--- config.mk ---
export PLATFORM = sky130hd
export DESIGN_NAME = wayshrink_ctrl
export DESIGN_NICKNAME = d
export VERILOG_FILES = /design/src/rtl/wsc_pkg.sv /design/src/rtl/wsc_contract_vec.sv /design/src/rtl/wsc_sweeper.sv /design/src/rtl/wsc_wb_port.sv /design/src/rtl/wsc_perm_table.sv /design/src/rtl/wayshrink_ctrl.sv
export SDC_FILE = /design/constraint.sdc
export NUM_CORES = 1
export LEC_CHECK = 0
export BUFFER_PORTS_ARGS = -buffer_cell sky130_fd_sc_hd__buf_2
export CAP_MARGIN = 5
export CORE_ASPECT_RATIO = 1.75
export CORE_UTILIZATION = 54
export CTS_CLUSTER_DIAMETER = 50
export DETAILED_ROUTE_END_ITERATION = 8
export PLACE_DENSITY = 0.79
export SETUP_SLACK_MARGIN = 0.3
export SLEW_MARGIN = 20
export SYNTH_ARGS = -nofsm -noshare
export SYNTH_HDL_FRONTEND = slang
export SYNTH_SLANG_ARGS = --single-unit
--- constraint.sdc ---
create_clock -name clk -period 2.8 [get_ports clk]
set_clock_uncertainty 0.15 [all_clocks]
set_input_delay 0.7 -clock clk [delete_from_list [all_inputs] [get_ports clk]]
set_output_delay 0.7 -clock clk [all_outputs]
set_load 0.02 [all_outputs]
--- src/rtl/wsc_pkg.sv ---
package wsc_pkg;

  // index width for a count of n items (at least one bit)
  function automatic int idx_w(input int n);
    return (n < 2) ? 1 : $clog2(n);
  endfunction

  // next index in a wrapping ascending walk over n entries
  function automatic int wrap_next(input int cur, input int n);
    return (cur + 1 >= n) ? 0 : cur + 1;
  endfunction

  // flat position of the permission bit of core c for way w
  function automatic int perm_pos(input int w, input int c, input int ncores);
    return w * ncores + c;
  endfunction

endpackage

--- src/rtl/wsc_contract_vec.sv ---
module wsc_contract_vec #(
  parameter int NUM_SETS = 16,
  localparam int SET_W = wsc_pkg::idx_w(NUM_SETS)
) (
  input  logic                clk,
  input  logic                rst_n,
  input  logic                clr,
  input  logic                mark_en,
  input  logic [SET_W-1:0]    mark_idx,
  output logic [NUM_SETS-1:0] marked,
  output logic                all_marked
);

  logic [NUM_SETS-1:0] vec_q;

  always_ff @(posedge clk) begin
    if (!rst_n || clr) vec_q <= '0;
    else if (mark_en) vec_q[mark_idx] <= 1'b1;
  end

  assign marked     = vec_q;
  assign all_marked = &vec_q;

  // a set is recorded only once per contraction
  AST_MARK_FRESH: assert property (@(posedge clk) disable iff (!rst_n)
    mark_en |-> !vec_q[mark_idx]);

endmodule

--- src/rtl/wsc_sweeper.sv ---
module wsc_sweeper #(
  parameter int NUM_SETS = 16,
  localparam int SET_W = wsc_pkg::idx_w(NUM_SETS)
) (
  input  logic             clk,
  input  logic             rst_n,
  input  logic             restart,
  input  logic             advance,
  output logic [SET_W-1:0] ptr
);

  logic [SET_W-1:0] ptr_q;

  always_ff @(posedge clk) begin
    if (!rst_n || restart) ptr_q <= '0;
    else if (advance) ptr_q <= SET_W'(wsc_pkg::wrap_next(int'(ptr_q), NUM_SETS));
  end

  assign ptr = ptr_q;

  // pointer only moves upward by one or wraps to zero
  AST_SWEEP_STEP: assert property (@(posedge clk) disable iff (!rst_n)
    (advance && !restart) |=> (ptr_q == SET_W'(wsc_pkg::wrap_next(int'($past(ptr_q)), NUM_SETS))));

endmodule

--- src/rtl/wsc_wb_port.sv ---
module wsc_wb_port #(
  parameter int SET_W = 4
) (
  input  logic             clk,
  input  logic             rst_n,
  input  logic             issue,
  input  logic [SET_W-1:0] issue_set,
  input  logic             ack,
  output logic             wb_req,
  output logic [SET_W-1:0] wb_set,
  output logic             pending
);

  logic             busy_q;
  logic [SET_W-1:0] set_q;

  always_ff @(posedge clk) begin
    if (!rst_n) begin
      busy_q <= 1'b0;
      set_q  <= '0;
    end else if (issue) begin
      busy_q <= 1'b1;
      set_q  <= issue_set;
    end else if (ack) begin
      busy_q <= 1'b0;
    end
  end

  assign wb_req  = busy_q;
  assign wb_set  = set_q;
  assign pending = busy_q;

  AST_WB_HOLD: assert property (@(posedge clk) disable iff (!rst_n)
    (wb_req && !ack) |=> (wb_req && $stable(wb_set)));
  AST_ONE_OUTSTANDING: assert property (@(posedge clk) disable iff (!rst_n)
    issue |-> !busy_q);

endmodule

--- src/rtl/wsc_perm_table.sv ---
module wsc_perm_table #(
  parameter int NUM_WAYS  = 8,
  parameter int NUM_CORES = 4,
  localparam int WAY_W  = wsc_pkg::idx_w(NUM_WAYS),
  localparam int CORE_W = wsc_pkg::idx_w(NUM_CORES),
  localparam int PERM_N = NUM_WAYS * NUM_CORES
) (
  input  logic              clk,
  input  logic              rst_n,
  input  logic              set_flush,
  input  logic [WAY_W-1:0]  set_way,
  input  logic              clr_en,
  input  logic [WAY_W-1:0]  clr_way,
  input  logic [CORE_W-1:0] clr_core,
  output logic [PERM_N-1:0] perm_map,
  output logic [NUM_WAYS-1:0] flush_map
);

  logic [PERM_N-1:0]   perm_q;
  logic [NUM_WAYS-1:0] flush_q;

  always_ff @(posedge clk) begin
    if (!rst_n) begin
      perm_q  <= '1;
      flush_q <= '0;
    end else begin
      if (set_flush) flush_q[set_way] <= 1'b1;
      if (clr_en) begin
        flush_q[clr_way] <= 1'b0;
        perm_q[wsc_pkg::perm_pos(int'(clr_way), int'(clr_core), NUM_CORES)] <= 1'b0;
      end
    end
  end

  assign perm_map  = perm_q;
  assign flush_map = flush_q;

  AST_FLUSH_SINGLE: assert property (@(posedge clk) disable iff (!rst_n)
    $onehot0(flush_q));
  AST_SET_CLR_APART: assert property (@(posedge clk) disable iff (!rst_n)
    !(set_flush && clr_en));
  AST_PERM_ONE_DROP: assert property (@(posedge clk) disable iff (!rst_n)
    clr_en |=> ($countones($past(perm_q) ^ perm_q) <= 1));

endmodule

--- src/rtl/wayshrink_ctrl.sv ---
module wayshrink_ctrl #(
  parameter int NUM_SETS  = 16,
  parameter int NUM_WAYS  = 8,
  parameter int NUM_CORES = 4,
  localparam int SET_W  = wsc_pkg::idx_w(NUM_SETS),
  localparam int WAY_W  = wsc_pkg::idx_w(NUM_WAYS),
  localparam int CORE_W = wsc_pkg::idx_w(NUM_CORES),
  localparam int PERM_N = NUM_WAYS * NUM_CORES
) (
  input  logic                clk,
  input  logic                rst_n,
  input  logic                start_valid,
  input  logic [WAY_W-1:0]    start_way,
  input  logic [CORE_W-1:0]   start_core,
  output logic                busy,
  output logic                done,
  input  logic                acc_valid,
  input  logic [WAY_W-1:0]    acc_way,
  input  logic [SET_W-1:0]    acc_set,
  input  logic                acc_dirty,
  output logic [SET_W-1:0]    probe_set,
  input  logic                probe_dirty,
  output logic                wb_req,
  output logic [WAY_W-1:0]    wb_way,
  output logic [SET_W-1:0]    wb_set,
  input  logic                wb_ack,
  output logic [PERM_N-1:0]   perm_map,
  output logic [NUM_WAYS-1:0] flush_map
);

  // contraction context
  logic              active_q;
  logic [WAY_W-1:0]  way_q;
  logic [CORE_W-1:0] core_q;
  logic              done_q;

  // named internal events
  logic                start_fire;
  logic                finish;
  logic                acc_hit, acc_new, acc_issue, acc_clean, acc_claim;
  logic                sweep_pending, sweep_skip, sweep_go, sweep_issue, sweep_clean;
  logic                mark_en, issue;
  logic [SET_W-1:0]    mark_idx, issue_set, ptr;
  logic [NUM_SETS-1:0] marked;
  logic                all_marked, wb_pending;

  assign start_fire = start_valid && !active_q;
  assign finish     = active_q && all_marked && !wb_pending;

  always_ff @(posedge clk) begin
    if (!rst_n) begin
      active_q <= 1'b0;
      way_q    <= '0;
      core_q   <= '0;
      done_q   <= 1'b0;
    end else begin
      done_q <= finish;
      if (start_fire) begin
        active_q <= 1'b1;
        way_q    <= start_way;
        core_q   <= start_core;
      end else if (finish) begin
        active_q <= 1'b0;
      end
    end
  end

  // lookup-triggered flush
  assign acc_hit   = active_q && acc_valid && (acc_way == way_q);
  assign acc_new   = acc_hit && !marked[acc_set];
  assign acc_issue = acc_new && acc_dirty && !wb_pending;
  assign acc_clean = acc_new && !acc_dirty;
  assign acc_claim = acc_issue || acc_clean;

  // background walker, yields to any lookup action
  assign sweep_pending = active_q && !marked[ptr];
  assign sweep_skip    = active_q && marked[ptr] && !all_marked;
  assign sweep_go      = sweep_pending && !acc_claim && (!probe_dirty || !wb_pending);
  assign sweep_issue   = sweep_go && probe_dirty;
  assign sweep_clean   = sweep_go && !probe_dirty;

  assign mark_en   = acc_claim || sweep_go;
  assign mark_idx  = acc_claim ? acc_set : ptr;
  assign issue     = acc_issue || sweep_issue;
  assign issue_set = acc_issue ? acc_set : ptr;

  wsc_contract_vec #(.NUM_SETS(NUM_SETS)) vec_i (
    .clk(clk), .rst_n(rst_n), .clr(finish),
    .mark_en(mark_en), .mark_idx(mark_idx),
    .marked(marked), .all_marked(all_marked)
  );

  wsc_sweeper #(.NUM_SETS(NUM_SETS)) sweep_i (
    .clk(clk), .rst_n(rst_n), .restart(start_fire),
    .advance(sweep_skip || sweep_go), .ptr(ptr)
  );

  wsc_wb_port #(.SET_W(SET_W)) wb_i (
    .clk(clk), .rst_n(rst_n), .issue(issue), .issue_set(issue_set),
    .ack(wb_ack), .wb_req(wb_req), .wb_set(wb_set), .pending(wb_pending)
  );

  wsc_perm_table #(.NUM_WAYS(NUM_WAYS), .NUM_CORES(NUM_CORES)) perm_i (
    .clk(clk), .rst_n(rst_n),
    .set_flush(start_fire), .set_way(start_way),
    .clr_en(finish), .clr_way(way_q), .clr_core(core_q),
    .perm_map(perm_map), .flush_map(flush_map)
  );

  assign busy      = active_q;
  assign done      = done_q;
  assign probe_set = ptr;
  assign wb_way    = way_q;

  AST_BUSY_FLUSH: assert property (@(posedge clk) disable iff (!rst_n)
    busy |-> flush_map[way_q]);
  AST_START_REFUSED: assert property (@(posedge clk) disable iff (!rst_n)
    (busy && start_valid) |=> $stable(way_q));
  AST_ACC_PRIORITY: assert property (@(posedge clk) disable iff (!rst_n)
    !(acc_claim && sweep_go));
  AST_CLEAN_NO_WB: assert property (@(posedge clk) disable iff (!rst_n)
    (acc_clean || sweep_clean) |=> !$rose(wb_req));
  AST_DONE_PULSE: assert property (@(posedge clk) disable iff (!rst_n)
    done |=> !done);
  AST_DONE_CLEARED: assert property (@(posedge clk) disable iff (!rst_n)
    done |-> (!busy && !wb_req && !flush_map[way_q]
              && !perm_map[wsc_pkg::perm_pos(int'(way_q), int'(core_q), NUM_CORES)]));

endmodule

---- After elaboration in Yosys (flattened, before gate mapping) ----
Index checks and enable logic that the tools add are counted.
word-level totals
  register bits ........................... 72
  input port bits ......................... 19
  output and inout port bits .............. 54
  logic and storage cells ................. 90
cells by class
  add/sub/neg operators ................... 2
  order comparisons ....................... 11
  equality and inequality tests ........... 1
  multiplexer cells ....................... 22
  bitwise operators ....................... 6
  reductions and logical operators ........ 38
operator list
  operator               count
  $and A32 B32 Y32       1
  $ge A32 B1 Y1 const B  1
  $lt A32 B7 Y1 const B  1
  $not A32 Y32           1
  $mux W8                3
  $logic_and A1 B1 Y1    19
  $or A16 B16 Y16        1
  $reduce_and A16 Y1     1
  $lt A4 B5 Y1 const B   3
  $mux W4                3
  $mux W1                10
  $logic_not A1 Y1       9
  $and A8 B8 Y8          1
  $bmux W1 S4            2
  $lt A3 B4 Y1 const B   2
  $not A8 Y8             1
  $or A8 B8 Y8           1
  $logic_or A1 B1 Y1     7
  $add A5 B2 Y6          1
  $demux W1 S3           2
  $ge A3 B1 Y1 const B   2
  $add A4 B1 Y5 const B  1
  $demux W1 S5           1
  $ge A5 B5 Y1 const B   1
  other kinds (4)        5

---- Depth between registers and ports, before layout ----
Gate-level depths: netlist of the first run.
  word-level depth ........................ 13
  gate-level depth with buffers ........... 9
  depth with buffers taken out ............ 6

---- Cells and area by module ----
A second synthesis of the first run with hierarchy kept.
unflattened totals
  cell total of the unflattened synthesis .. 282
  area total of the unflattened synthesis .. 3,324.4 µm²
by module, submodules not included
  module            instances  cells each  area an instance (µm²)  sequential area each (µm²)
  wsc_perm_table    1          116         1,491.4                 800.8
  wayshrink_ctrl    1          77          822.0                   140.1
  wsc_contract_vec  1          52          633.1                   320.3
  wsc_wb_port       1          17          197.7                   100.1
  wsc_sweeper       1          20          180.2                   80.1

---- Worst setup path before layout of the first run ----
OpenSTA, ideal clock, no wires.
  path type ............................... in2reg
  start point ............................. input port acc_set[0]
  end point ............................... register sweep_i.ptr_q[3] (netlist: sweep_i.ptr[3])
  setup time .............................. 122 ps
  arrival time ............................ 2,134 ps
  required time ........................... 2,528 ps
  slack ................................... 394 ps
  stages .................................. 6
  path buffers ............................ 0
  cells stage by stage .................... mux4_2 -> a22oi_1 -> o211ai_2 -> o21ai_1 -> nor2_1 -> o311a_1
on the way
  longest elaborated chain between the ends .. 11
  elaborated cells on any way between the ends .. 12
  classes of those cells .................. 2 x mux; 10 x reduce/logical
RTL lines
  item                                line                  source
  start: declaration                  wayshrink_ctrl.sv:19  input logic [SET_W-1:0] acc_set,
  $bmux W1 S4 *                       wayshrink_ctrl.sv:70  assign acc_new = acc_hit && !marked[acc_set];
  $mux W1 (implied by the code) *     wayshrink_ctrl.sv:70
  $logic_not A1 Y1 *                  wayshrink_ctrl.sv:70
  $logic_and A1 B1 Y1 *               wayshrink_ctrl.sv:70
  $logic_and A1 B1 Y1 (2 in a row)    wayshrink_ctrl.sv:71  assign acc_issue = acc_new && acc_dirty && !wb_pending;
  $logic_or A1 B1 Y1 *                wayshrink_ctrl.sv:73  assign acc_claim = acc_issue || acc_clean;
  $logic_not A1 Y1 *                  wayshrink_ctrl.sv:78  assign sweep_go = sweep_pending && !acc_claim && (!probe_dirty || !wb_pending);
  $logic_and A1 B1 Y1 * (2 in a row)  wayshrink_ctrl.sv:78
  $logic_or A1 B1 Y1 *                wayshrink_ctrl.sv:95  .advance(sweep_skip || sweep_go), .ptr(ptr)
  end signal: assignment              wsc_sweeper.sv:16     else if (advance) ptr_q <= SET_W'(wsc_pkg::wrap_next(int'(ptr_q), NUM_SETS));
  end: declaration                    wsc_sweeper.sv:12     logic [SET_W-1:0] ptr_q;
Mark *: on every way between the ends. The rest lies on a longest branch, timed or not. The select of a mux whose other input is x is not followed.
A chain may end at the register's enable or synchronous reset.

---- Worst setup path after layout of the first run ----
  start point ............................. register sweep_i.ptr_q[0] (netlist: sweep_i.ptr[0])
  end point ............................... register wb_i.set_q[1] (netlist: wb_i.wb_set[1])
on the way
  longest elaborated chain between the ends .. 8
RTL lines
  item                              line                  source
  $bmux W1 S4                       wayshrink_ctrl.sv:76  assign sweep_pending = active_q && !marked[ptr];
  $mux W1 (implied by the code)     wayshrink_ctrl.sv:76
  $logic_not A1 Y1                  wayshrink_ctrl.sv:76
  $logic_and A1 B1 Y1               wayshrink_ctrl.sv:76
  $logic_and A1 B1 Y1 (2 in a row)  wayshrink_ctrl.sv:78
  $logic_and A1 B1 Y1               wayshrink_ctrl.sv:79  assign sweep_issue = sweep_go && probe_dirty;
  $logic_or A1 B1 Y1                wayshrink_ctrl.sv:84  assign issue = acc_issue || sweep_issue;
  end signal: assignment            wsc_wb_port.sv:23     set_q <= issue_set;
  end: declaration                  wsc_wb_port.sv:15     logic [SET_W-1:0] set_q;
Every way passes these cells. The select of a mux whose other input is x is not followed.

==> results.yml, run 1 <==
outcome:
  outcome: "completed"
floorplanning:
  start_util_pct: 56.42
  dieArea_mm2: 0.006472
  ios: 73
  fp.dieH_um: 105.7
  die_w_um: 61.25
  core_mm2: 0.005879
  core.rowCount: 37
grt:
  grt_max_degree: 52
  grt_usage_pct: 32.40
  grt_pass1_wl_um: 15200
  overflow: 0
  antenna_found_initial: 0
  grt_pass1_vias: 3092
finish:
  final_util_pct: 68.42
  layout.nets: 485
  drive_above_1_share_pct: 25.80
  area_growth_syn_to_layout_pct: 21.28
  n_antenna_cell: 0
  final_cell_mix: "dfxtp_1, buf_2, nand2_1"
  design_area_mm2: 0.004023
clock_tree:
  root_buffer: "clkbuf_8"
  cts_buffers: 9
  clock_sinks: 72
  cts_max_path_buffers: 2
  h-tree-depth: 3
  cts_tree: "yes"
  clk_pin_slew_ps: 70
  clk_latency_ps: 360
  ctsHoldBuffers: 0
min_path:
  hold_class: "reg -> reg"
routing:
  vias: 3278
  ant_nets: 0
  wl_per_cell_um: 17.88
  drtPass1Iterations: 4
  via_per_inst: 5.993
  drt_iter0_drc: 321
  drc: 0
  drt_wl_total_um: 9780
sta:
  final.setup.tns_ps: 0
  rsz0062_at_grt: "true"
  holdWs_ps: 309.4
  finalMaxSlewViolations: 0
  min_period_ps: 2453
  setup_viol: 0
  hold_viol: 0
  max_freq_ghz: 0.4077
  period_share_pct: 87.60
  slew_headroom_pct: 56.93
  timing.final.ws_setup_ps: 347.3
  tightest_slew_ps: 644.5
synthesis:
  synthArstFlopShare_pct: 0
  synth_edf_count: 0
  synth_seq_area_share_pct: 43.46
  synth_top_family_by_area: "simple AND/OR/NAND/NOR gates"
  syn-num-nets: 407
  synth_top_cell_by_area: "dfxtp_1"
  syn_area_per_cell_um2: 8.571
  syn-instance-count: 387
  ys.warnings.count: 0
  synth_seq_cells: 72
  ys_types: 52
  yosysTopAreaCellShare_pct: 43.46
  synth-main-ff-cell: "dfxtp_1"
  synth-xor-area-share_pct: 0.7922
  synth_compound_area_share_pct: 18.94
  synth_mux_area_share_pct: 7.431
  synthAdderAreaFrac_pct: 0.3772
  synth-simple-area-share_pct: 23.50
  synth.top_cells.by_area: "dfxtp_1, nand2_1, o21ai_0, mux2i_1, nand3_1"
  synth_area_mm2: 0.003317
worst_setup_path:
  cp-end-kind: "flip-flop"
  crit_required_ps: 2900
  crit_path_start_kind: "flip-flop"
  worstSetupPathType: "reg -> reg"
  worst-path-max-fanout: 19
  crit_arrival_ps: 2550
place:
  place_hpwl_um: 7344
  dp_slack_ps: 92.75
  io_buffer_count: 72
  place_area_mm2: 0.003816
  gp_congestion: 0.9517
pwr:
  vdd_drop_max_v: 0.0003950
  comb_power_share_pct: 10.7
  p_leak_nw: 1.595
  pwr-share-clk_pct: 38.2
  p_sw_uw: 537.1
  power_density_mw_per_mm2: 513.0
  swShare_pct: 26.03
  power.internal_mw: 1.526
  power_frac_seq_pct: 51.1
flow_run:
  cap_violations: 0
-- metrics by stage --
stage	power, mW	std cells
global placement	1.285	532
detailed placement	1.290	532
finish	2.063	547
CTS	2.064	547
floorplan	1.210	387
global route	2.125	547
-- kinds of logic (layout without fill, tap and decap cells) --
kind of cell             after synthesis  count (layout)
AO/OA/AOI/OAI                         98              98
XOR/XNOR                               3               3
adder cells (fa/ha/maj)                1               1
buffers and inverters                 40             122
flip-flops                            72              72
multiplexers                          19              19
AND/OR/NAND/NOR                      154             154
-- repair_timing --
action	4_1_cts	5_1_grt
endpoints found under the hold margin	0	0
gates resized for setup	0	3
setup endpoints to repair	0	14
setup buffers	0	0
-- layout make-up --
class / instances / area [um^2]
Clock buffer: 9 / 123.9
Timing Repair Buffer: 90 / 520.5
Sequential cell: 72 / 1441
Tap cell: 78 / 97.59
Inverter: 17 / 63.81
Clock inverter: 6 / 61.31
Multi-Input combinational cell: 275 / 1714
Fill cell: 514 / 1857
-- Yosys cell counts, types with 9 or more instances --
library cell and n:
dfxtp_1 72, nand2_1 55, o21ai_0 41, nand3_1 23, inv_1 17, a21oi_1 15, a31oi_1 14, clkbuf_1 13
mux2i_1 13, nor2_1 13, nand4_1 10, nand2b_1 9
-- worst paths after layout --
path / cells after the start / slack [ps] / from / to
min: 2 / 310 / perm_i.perm_map[6] / perm_i.perm_map[6]
max reg2reg: 7 / 350 / sweep_i.ptr[0] / wb_i.wb_set[1]
min reg2reg: 2 / 310 / perm_i.perm_map[6] / perm_i.perm_map[6]
max: 7 / 350 / sweep_i.ptr[0] / wb_i.wb_set[1]
-- state kept, by name, summed over array words and instances, names as in the netlist --
signal and count:
busy 1, core_q 2, done 1, perm_i.flush_map 8
perm_i.perm_map 32, sweep_i.ptr 4, vec_i.marked 16, wb_i.pending 1
wb_i.wb_set 4, wb_way 3
-- power groups by stage --
stage | combinational [mW] | sequential [mW] | clock [mW]
2_1_floorplan | 0.125 | 1.09 | 0
3_3_place_gp | 0.209 | 1.08 | 0
3_5_place_dp | 0.213 | 1.08 | 0
4_1_cts | 0.214 | 1.05 | 0.797
5_1_grt | 0.237 | 1.06 | 0.833
6_report | 0.221 | 1.05 | 0.789
-- critical path: stages (launching register included) --
cell and delay, ps:
dfxtp_1 360, buf_12 170, mux2_2 380, a221oi_4 370, a22o_1 250, o211a_1 320, mux2i_1 250, a21oi_1 90
-- routing by layer --
layer	vias to the layer above	global-route usage [%]	part of all wire, %
li1	1546	-	-
met1	1587	33.57	36
met2	114	55.90	55
met3	31	4.785	4.7
met4	0	22.89	4.3
met5	-	0	0
No activity file was read; power rests on OpenSTA's default activity.
==> inputs of run 2 (changes only) <==
--- a/config.mk
+++ b/config.mk
@@ -8,6 +8,7 @@
 export BUFFER_PORTS_ARGS = -buffer_cell sky130_fd_sc_hd__buf_2
 export CAP_MARGIN = 5
 export CORE_ASPECT_RATIO = 1.75
+export CORE_MARGIN = 2
 export CORE_UTILIZATION = 54
 export CTS_CLUSTER_DIAMETER = 50
 export DETAILED_ROUTE_END_ITERATION = 8
==> run 2 against run 1 <==
Final cell count down 0.55%; via count down 0.64%; die area up 5.2%; maximum frequency up 2.9%; sequential share of layout area up 0.58 points; critical path depth unchanged; critical path type unchanged; critical endpoint is now sweep_i.ptr[2].
==> results.yml, run 2 (synthesized netlist as in run 1, its figures left out) <==
routing:
  drc: 0
  ant_nets: 0
  drt_iter0_drc: 298
  wl_per_cell_um: 17.50
  drt_wl_total_um: 9520
  drtPass1Iterations: 5
  vias: 3257
  via_per_inst: 5.987
finish:
  layout.nets: 482
  mostFrequentLayoutCell: "buf_2"
  largest_reg_flops: 32
  drive_above_1_share_pct: 24.89
  final_cell_mix: "buf_2, dfxtp_1, nand2_1"
  register_area_mm2: 0.001444
  instances_no_fill: 544
  num-fill-cells: 535
  n_antenna_cell: 0
  area_growth_syn_to_layout_pct: 19.54
  multi_input_area_mm2: 0.001709
sta:
  rsz0062_at_grt: "false"
  max_freq_ghz: 0.4194
  finalMaxSlewViolations: 0
  setup_viol: 0
  tightest_slew_ps: 611.0
  period_share_pct: 85.15
  slew_headroom_pct: 59.17
  hold_viol: 0
  holdWs_ps: 310.9
  final.setup.tns_ps: 0
  min_period_ps: 2384
pwr:
  comb_power_share_pct: 10.4
  p_leak_nw: 1.562
  p_sw_uw: 523.3
  swShare_pct: 26.35
  power_density_mw_per_mm2: 500.9
  power.internal_mw: 1.463
  pwr-share-clk_pct: 36.2
  power_frac_seq_pct: 53.3
  vdd_drop_max_v: 0.0003006
worst_setup_path:
  worst-path-max-fanout: 11
  crit_chain: "buf_4, mux2i_1, mux4_2, a22o_1, a21boi_2, o21ai_1, mux2i_1"
  crit_path_start_kind: "flip-flop"
  cp-end-kind: "flip-flop"
  slowest_stage: "mux4_2"
  slowest_delay_ps: 530
  worstSetupPathType: "reg -> reg"
  crit_arrival_ps: 2520
  crit_required_ps: 2930
  cp_common_cell: "mux2i_1"
flow_run:
  cap_violations: 0
grt:
  grt_usage_pct: 28.94
  antenna_found_initial: 0
  grt_max_degree: 52
  overflow: 0
  grt_pass1_vias: 3074
  grt_pass1_wl_um: 14900
outcome:
  outcome: "completed"
floorplanning:
  dieArea_mm2: 0.006810
  start_util_pct: 55.98
  ios: 73
  core.rowCount: 37
  core_mm2: 0.005926
  fp.dieH_um: 107.7
  die_w_um: 63.25
place:
  gp_congestion: 0.9893
  io_buffer_count: 72
  placed_cells: 529
  place_hpwl_um: 7241
clock_tree:
  clk_pin_slew_ps: 70
  root_buffer: "clkbuf_8"
  clk_latency_ps: 360
  h-tree-depth: 3
  clock_sinks: 72
  cts_buffers: 9
  cts_tree: "yes"
  cts_max_path_buffers: 2
min_path:
  hold_class: "reg -> reg"
[run 2: cell types whose count changed in the layout (fill, tap and decap cells not counted), moves of 2 or more]
cell      change
clkbuf_1      +3
dfxtp_2       +2
buf_4         -2
dfxtp_1       -2
clkinv_2      -3
[run 2: power groups by stage]
stage                     Sequential [mW]  Clock [mW]  Combinational, mW
after detailed placement             1.08           0              0.202
after global routing                 1.06       0.765              0.225
after CTS                            1.06       0.726              0.202
final                                1.06       0.719              0.207
after global placement               1.08           0              0.199
after floorplan                      1.09           0              0.125
[run 2: worst paths after layout]
path,start,to,slack (ps),cells past startpoint
max,sweep_i.ptr[0],sweep_i.ptr[2],420,7
min,perm_i.perm_map[20],perm_i.perm_map[20],310,2
max reg2reg,sweep_i.ptr[0],sweep_i.ptr[2],420,7
min reg2reg,perm_i.perm_map[20],perm_i.perm_map[20],310,2
[run 2: cell type report]
type                    count  area share, %
inverters                  17          1.609
repair buffers             87          12.24
well taps                  78          2.461
clock inverters             2         0.4102
clock buffers              13          3.755
flip-flops and latches     72          36.42
multi-input cells         275          43.11
[run 2: stage by stage]
stage                     setup slack, ps  instance area [um^2]  util [%]  total power, mW
after floorplan                     394.0                  3317         -            1.210
after CTS                           375.7                  3948     66.62            1.987
after detailed placement            88.01                  3781     63.81            1.283
after global placement              155.1                  3781     63.81            1.280
after global routing                301.9                  3965     66.91            2.050
final                               415.8                  3965     66.91            1.986
[run 2: critical path, delay by kind of cell (launching register included)]
family | cells | cell delay, ps
flip-flops | 1 | 420
AO/OA/AOI/OAI | 3 | 670
multiplexers | 3 | 830
buffers and inverters | 1 | 240
[run 2: timing repair]
item	CTS	global route
resized for setup	1	3
hold buffers	0	0
buffers inserted	0	0
endpoints found under the setup margin	1	9
[run 2: metal layers]
metal	routed length (um)	global-route usage, %	vias to the layer above
met5	0	0	-
met4	566	20.03	0
met2	5104	53.50	139
li1	-	-	1542
met1	3363	28.39	1533
met3	486	5.649	43
